$ cat src/rtl/lpchc_pkg.sv
package lpchc_pkg;

    localparam int DW = 32;

    localparam logic [31:0] OFF_FWSEG   = 32'h24;
    localparam logic [31:0] OFF_FWSIZE  = 32'h28;
    localparam logic [31:0] OFF_SIRQ    = 32'h30;
    localparam logic [31:0] OFF_MASK    = 32'h34;
    localparam logic [31:0] OFF_STAT    = 32'h38;
    localparam logic [31:0] OFF_ERRADDR = 32'h40;

    // implemented status / mask bits
    localparam logic [DW-1:0] STAT_VALID   = 32'hFFFF_84FF;
    // error and sync causes that load the error address
    localparam logic [DW-1:0] ERR_CAUSES   = 32'h0000_00FC;
    localparam logic [DW-1:0] FWSIZE_RESET = 32'h0200_0000;
    localparam logic [DW-1:0] UNMAPPED_VAL = 32'hFFFF_FFFF;

    typedef enum logic [2:0] {
        SEL_NONE,
        SEL_FWSEG,
        SEL_FWSIZE,
        SEL_SIRQ,
        SEL_MASK,
        SEL_STAT,
        SEL_ERRADDR
    } reg_sel_e;

    typedef struct packed {
        logic [DW-1:0] fwseg;
        logic [DW-1:0] fwsize;
        logic [DW-1:0] sirq;
        logic [DW-1:0] mask;
    } cfg_regs_t;

    function automatic reg_sel_e decode_offset(input logic [31:0] off);
        case (off)
            OFF_FWSEG:   return SEL_FWSEG;
            OFF_FWSIZE:  return SEL_FWSIZE;
            OFF_SIRQ:    return SEL_SIRQ;
            OFF_MASK:    return SEL_MASK;
            OFF_STAT:    return SEL_STAT;
            OFF_ERRADDR: return SEL_ERRADDR;
            default:     return SEL_NONE;
        endcase
    endfunction

endpackage

$ cat src/rtl/lpchc_decode.sv
module lpchc_decode
    import lpchc_pkg::*;
#(
    parameter int ADDR_W = 12
) (
    input  logic [ADDR_W-1:0] addr,
    output reg_sel_e          sel
);
    localparam int PAD_W = 32 - ADDR_W;

    logic [31:0] addr_ext;

    generate
        if (PAD_W > 0) begin : g_pad
            assign addr_ext = {{PAD_W{1'b0}}, addr};
        end else begin : g_nopad
            assign addr_ext = addr[31:0];
        end
    endgenerate

    always_comb sel = decode_offset(addr_ext);

endmodule

$ cat src/rtl/lpchc_status.sv
module lpchc_status
    import lpchc_pkg::*;
(
    input  logic          clk,
    input  logic          rst,
    input  logic [DW-1:0] set_pulse,
    input  logic [DW-1:0] clr_bits,
    output logic [DW-1:0] stat
);
    for (genvar i = 0; i < DW; i++) begin : g_bit
        if (STAT_VALID[i]) begin : g_impl
            always_ff @(posedge clk) begin
                if (rst)               stat[i] <= 1'b0;
                else if (set_pulse[i]) stat[i] <= 1'b1;
                else if (clr_bits[i])  stat[i] <= 1'b0;
            end
        end else begin : g_rsvd
            assign stat[i] = 1'b0;
        end
    end

    // a pulse on an implemented bit shows at the next edge
    a_r3_set_lands: assert property (@(posedge clk) disable iff (rst)
        |(set_pulse & STAT_VALID) |=>
            ((stat & $past(set_pulse & STAT_VALID)) == $past(set_pulse & STAT_VALID)));

    // reserved positions never read as one
    a_r3_reserved_zero: assert property (@(posedge clk) disable iff (rst)
        (stat & ~STAT_VALID) == '0);

    // a bit only falls where software wrote a one
    a_r4_fall_needs_clear: assert property (@(posedge clk) disable iff (rst)
        1'b1 |=> (($past(stat) & ~stat & ~$past(clr_bits)) == '0));

endmodule

$ cat src/rtl/lpchc_errcap.sv
module lpchc_errcap
    import lpchc_pkg::*;
(
    input  logic          clk,
    input  logic          rst,
    input  logic [DW-1:0] events,
    input  logic [DW-1:0] addr_in,
    output logic [DW-1:0] err_addr
);
    logic hit;

    always_comb hit = |(events & ERR_CAUSES);

    always_ff @(posedge clk) begin
        if (rst)      err_addr <= '0;
        else if (hit) err_addr <= addr_in;
    end

    // the captured address moves only on an error cause
    a_r8_hold_without_cause: assert property (@(posedge clk) disable iff (rst)
        !hit |=> $stable(err_addr));

    // an error cause loads the presented address
    a_r7_capture: assert property (@(posedge clk) disable iff (rst)
        hit |=> (err_addr == $past(addr_in)));

endmodule

$ cat src/rtl/lpchc_regbank.sv
module lpchc_regbank
    import lpchc_pkg::*;
#(
    parameter int ADDR_W = 12
) (
    input  logic              clk,
    input  logic              rst,
    input  logic              bus_sel,
    input  logic              bus_we,
    input  logic [ADDR_W-1:0] bus_addr,
    input  logic [DW-1:0]     bus_wdata,
    output logic [DW-1:0]     bus_rdata,
    input  logic [DW-1:0]     evt_set,
    input  logic [DW-1:0]     err_addr_in,
    output logic              irq
);
    reg_sel_e      sel;
    cfg_regs_t     cfg;
    logic          wr;
    logic [DW-1:0] stat;
    logic [DW-1:0] clr_bits;
    logic [DW-1:0] err_addr;

    lpchc_decode #(.ADDR_W(ADDR_W)) u_decode (
        .addr (bus_addr),
        .sel  (sel)
    );

    always_comb wr = bus_sel && bus_we;

    always_ff @(posedge clk) begin
        if (rst) begin
            cfg.fwseg  <= '0;
            cfg.fwsize <= FWSIZE_RESET;
            cfg.sirq   <= '0;
            cfg.mask   <= '0;
        end else if (wr) begin
            case (sel)
                SEL_FWSEG:  cfg.fwseg  <= bus_wdata;
                SEL_FWSIZE: cfg.fwsize <= bus_wdata;
                SEL_SIRQ:   cfg.sirq   <= bus_wdata;
                SEL_MASK:   cfg.mask   <= bus_wdata & STAT_VALID;
                default:    ;
            endcase
        end
    end

    always_comb clr_bits = (wr && sel == SEL_STAT) ? bus_wdata : '0;

    lpchc_status u_status (
        .clk       (clk),
        .rst       (rst),
        .set_pulse (evt_set),
        .clr_bits  (clr_bits),
        .stat      (stat)
    );

    lpchc_errcap u_errcap (
        .clk      (clk),
        .rst      (rst),
        .events   (evt_set),
        .addr_in  (err_addr_in),
        .err_addr (err_addr)
    );

    always_comb irq = |(stat & cfg.mask);

    always_comb begin
        bus_rdata = '0;
        if (bus_sel) begin
            case (sel)
                SEL_FWSEG:   bus_rdata = cfg.fwseg;
                SEL_FWSIZE:  bus_rdata = cfg.fwsize;
                SEL_SIRQ:    bus_rdata = cfg.sirq;
                SEL_MASK:    bus_rdata = cfg.mask;
                SEL_STAT:    bus_rdata = stat;
                SEL_ERRADDR: bus_rdata = err_addr;
                default:     bus_rdata = UNMAPPED_VAL;
            endcase
        end
    end

    // the summary line needs some status bit behind it
    a_r6_irq_has_source: assert property (@(posedge clk) disable iff (rst)
        irq |-> (|stat));

    // mask never holds unimplemented bits
    a_r2_mask_legal: assert property (@(posedge clk) disable iff (rst)
        (cfg.mask & ~STAT_VALID) == '0);

    // a cycle after reset the read-size register holds the 4-byte code
    a_r1_size_default: assert property (@(posedge clk)
        $fell(rst) |-> (cfg.fwsize == FWSIZE_RESET));

endmodule

$ cat config.mk
export PLATFORM = sky130hd
export DESIGN_NAME = lpchc_regbank
export DESIGN_NICKNAME = d
export VERILOG_FILES = /design/src/rtl/lpchc_pkg.sv /design/src/rtl/lpchc_decode.sv /design/src/rtl/lpchc_status.sv /design/src/rtl/lpchc_errcap.sv /design/src/rtl/lpchc_regbank.sv
export SDC_FILE = /design/constraint.sdc
export NUM_CORES = 1
export LEC_CHECK = 0
export ABC_CLOCK_PERIOD_IN_PS = 3900
export CORE_MARGIN = 1.5
export CORE_UTILIZATION = 28
export DETAILED_ROUTE_END_ITERATION = 12
export GPL_TIMING_DRIVEN = 0
export HOLD_SLACK_MARGIN = 0.05
export SLEW_MARGIN = 20
export SYNTH_ARGS = -nofsm -noshare
export SYNTH_HDL_FRONTEND = slang
export SYNTH_HIERARCHICAL = 1
export SYNTH_SLANG_ARGS = --single-unit
$ cat constraint.sdc
create_clock -name clk -period 3.9 [get_ports clk]
set_clock_uncertainty 0.05 [all_clocks]
set_input_delay 1.17 -clock clk [delete_from_list [all_inputs] [get_ports clk]]
set_output_delay 1.17 -clock clk [all_outputs]
set_load 0.01 [all_outputs]
==> flow_summary.json <==
{
  "worst_pin_slew_ns": 0.806,
  "drtIter0Drc": 924,
  "stdcell_area_sq_um": 12800,
  "arrival_ns": 3.25,
  "postSynthAreaPerCell_sq_um": 7.81,
  "multi_input_area_sq_um": 5240,
  "path_delay_family": "simple AND/OR/NAND/NOR gates",
  "start_util_pct": 28.6,
  "cp_slowest_cell": "nor4_4",
  "track_usage_pct": 22.7,
  "pre_cts_ws_ns": -1.74,
  "dpl.hpwl_microns": 26600,
  "port_buffers": 137,
  "core_sq_um": 31700,
  "cts_buffer_depth": 2,
  "leakage_nw": 4.49,
  "cts_tree": "built",
  "die_h_microns": 183,
  "syn_inst": 1159,
  "violations": "setup timing",
  "maxSlewViolCount": 0,
  "row_count": 65,
  "critPathMaxFanout": 6,
  "finalCritPeriodShare_pct": 114,
  "start_kind": "input port",
  "clk_latency_ns": 0.44,
  "slew_headroom_pct": 46.2,
  "die-area_sq_um": 33400,
  "hold_start": "cfg[67]",
  "hold_buffers": 0,
  "worst_slack_ns": -0.565,
  "run_status": "finished with violations",
  "clockRootBuffer": "clkbuf_16",
  "routabilityCongestion": 0.936,
  "syn_area_sq_um": 9060,
  "final_cell_mix": "267 x nand2_1, 180 x dfxtp_1, 145 x a21oi_1, 94 x nand2b_1, 93 x clkdlybuf4s50_1",
  "finalHoldViolCount": 0,
  "detail_route.wl_per_cell_microns": 21.8,
  "tns_ns": -15.05,
  "final_common_cell": "nand2_1",
  "power_density_nw_per_um2": 311,
  "grt_setup_unrepaired": "yes",
  "grt_pass1_vias": 8756,
  "cp_cell_sequence": "buf_6, nor4_4, nand2_2, buf_12, nor3_4, buf_6, and2b_2, and2_4, buf_12, a22oi_2, a21oi_2, buf_2",
  "via_count": 9285,
  "routed_via_density": 5.22,
  "syn_to_final_growth_pct": 41.0,
  "drt_first_pass_iters": 6,
  "grt_pass1_wl_microns": 55700,
  "fillers": 3215,
  "yosys_warnings": 6,
  "drc_errors": 0,
  "grt-ovfl-total": 0,
  "drt-total-wl_microns": 38800,
  "antenna_found_initial": 0,
  "cap_violations": 0,
  "place_area_sq_um": 11200,
  "grt_max_degree": 18,
  "nets": 1476,
  "die_w_microns": 183,
  "htree_levels": 4,
  "power.total_w": 0.00397,
  "crit_type": "input port to output pin",
  "num_antenna_cells": 0,
  "cts_buffers": 17,
  "min_path_type": "register to register",
  "timing.rr.start": "u_status/stat[28]",
  "cts.clk_slew.worst_paths_ns": 0.07,
  "regArea_sq_um": 3600,
  "crit_required_ns": 2.68,
  "max_stage_delay_ns": 0.27,
  "end_kind": "output pin",
  "finalSetupViolCount": 32,
  "path_buf_inv": 5,
  "clock.fmax_mhz": 224,
  "antenna_left": 0,
  "ios": 145,
  "drive_above_1_share_pct": 23.9,
  "ir_worst_vdd_mv": 0.328,
  "fin_crit_ns": 4.47,
  "crit_start": "bus_addr[8]",
  "clkSinkCount": 180
}
flip-flops by register name (all words and copies together), names as in the netlist:
signal	count
cfg	122
u_errcap/err_addr	32
u_status/stat	26
where the power goes:
part	internal (W)	switching, W
sequential	0.00187	0.0000551
clock	0.000838	0.000835
combinational	0.000177	0.000188
per-layer routing:
layer | track usage [%] | up-vias | wire length [microns]
met4 | 9.70 | 0 | 1620
met1 | 30.6 | 4333 | 16400
met2 | 34.4 | 546 | 16400
met3 | 5.74 | 106 | 4290
li1 | - | 4300 | -
met5 | 0 | - | 0
metrics by stage:
stage                     hold slack (ns)  util [%]  cells
after floorplan                     0.382         -   1164
after global placement              0.388      35.2   1703
after detailed placement            0.392      35.2   1703
after CTS                           0.402      39.3   1765
after global routing                0.420      40.2   1779
final                               0.403      40.2   1779
timing repair:
| action | 4_1_cts | 5_1_grt |
|---|---|---|
| endpoints found under the setup margin | 32 | 32 |
| pin swaps | 59 | 44 |
| gates resized for setup | 319 | 61 |
| hold endpoints to repair | 0 | 0 |
| setup buffers | 23 | 16 |
| gates cloned | 8 | 4 |
path summary, 6_finish.rpt:
kind,end,slack (ns),cells after the start
setup / recovery,bus_rdata[28],-0.57,12
hold / removal,cfg[67],0.40,2
setup reg to reg,u_status/stat[28],3.04,2
hold reg to reg,cfg[67],0.40,2
layout make-up:
| type | instances | share of cell area [%] |
|---|---|---|
| Buffer | 97 | 6.93 |
| Tap cell | 402 | 3.94 |
| Clock buffer | 18 | 3.36 |
| Sequential cell | 180 | 28.2 |
| Inverter | 61 | 1.79 |
| Multi-Input combinational cell | 824 | 41.0 |
| Clock inverter | 14 | 0.961 |
| Timing Repair Buffer | 183 | 13.7 |
worst min-delay path, stage by stage, from the launching register on:
cell and delay (ns):
dfxtp_1 0.31, nand2_1 0.05, a21oi_1 0.05
Power figures use the tool's default switching activity.
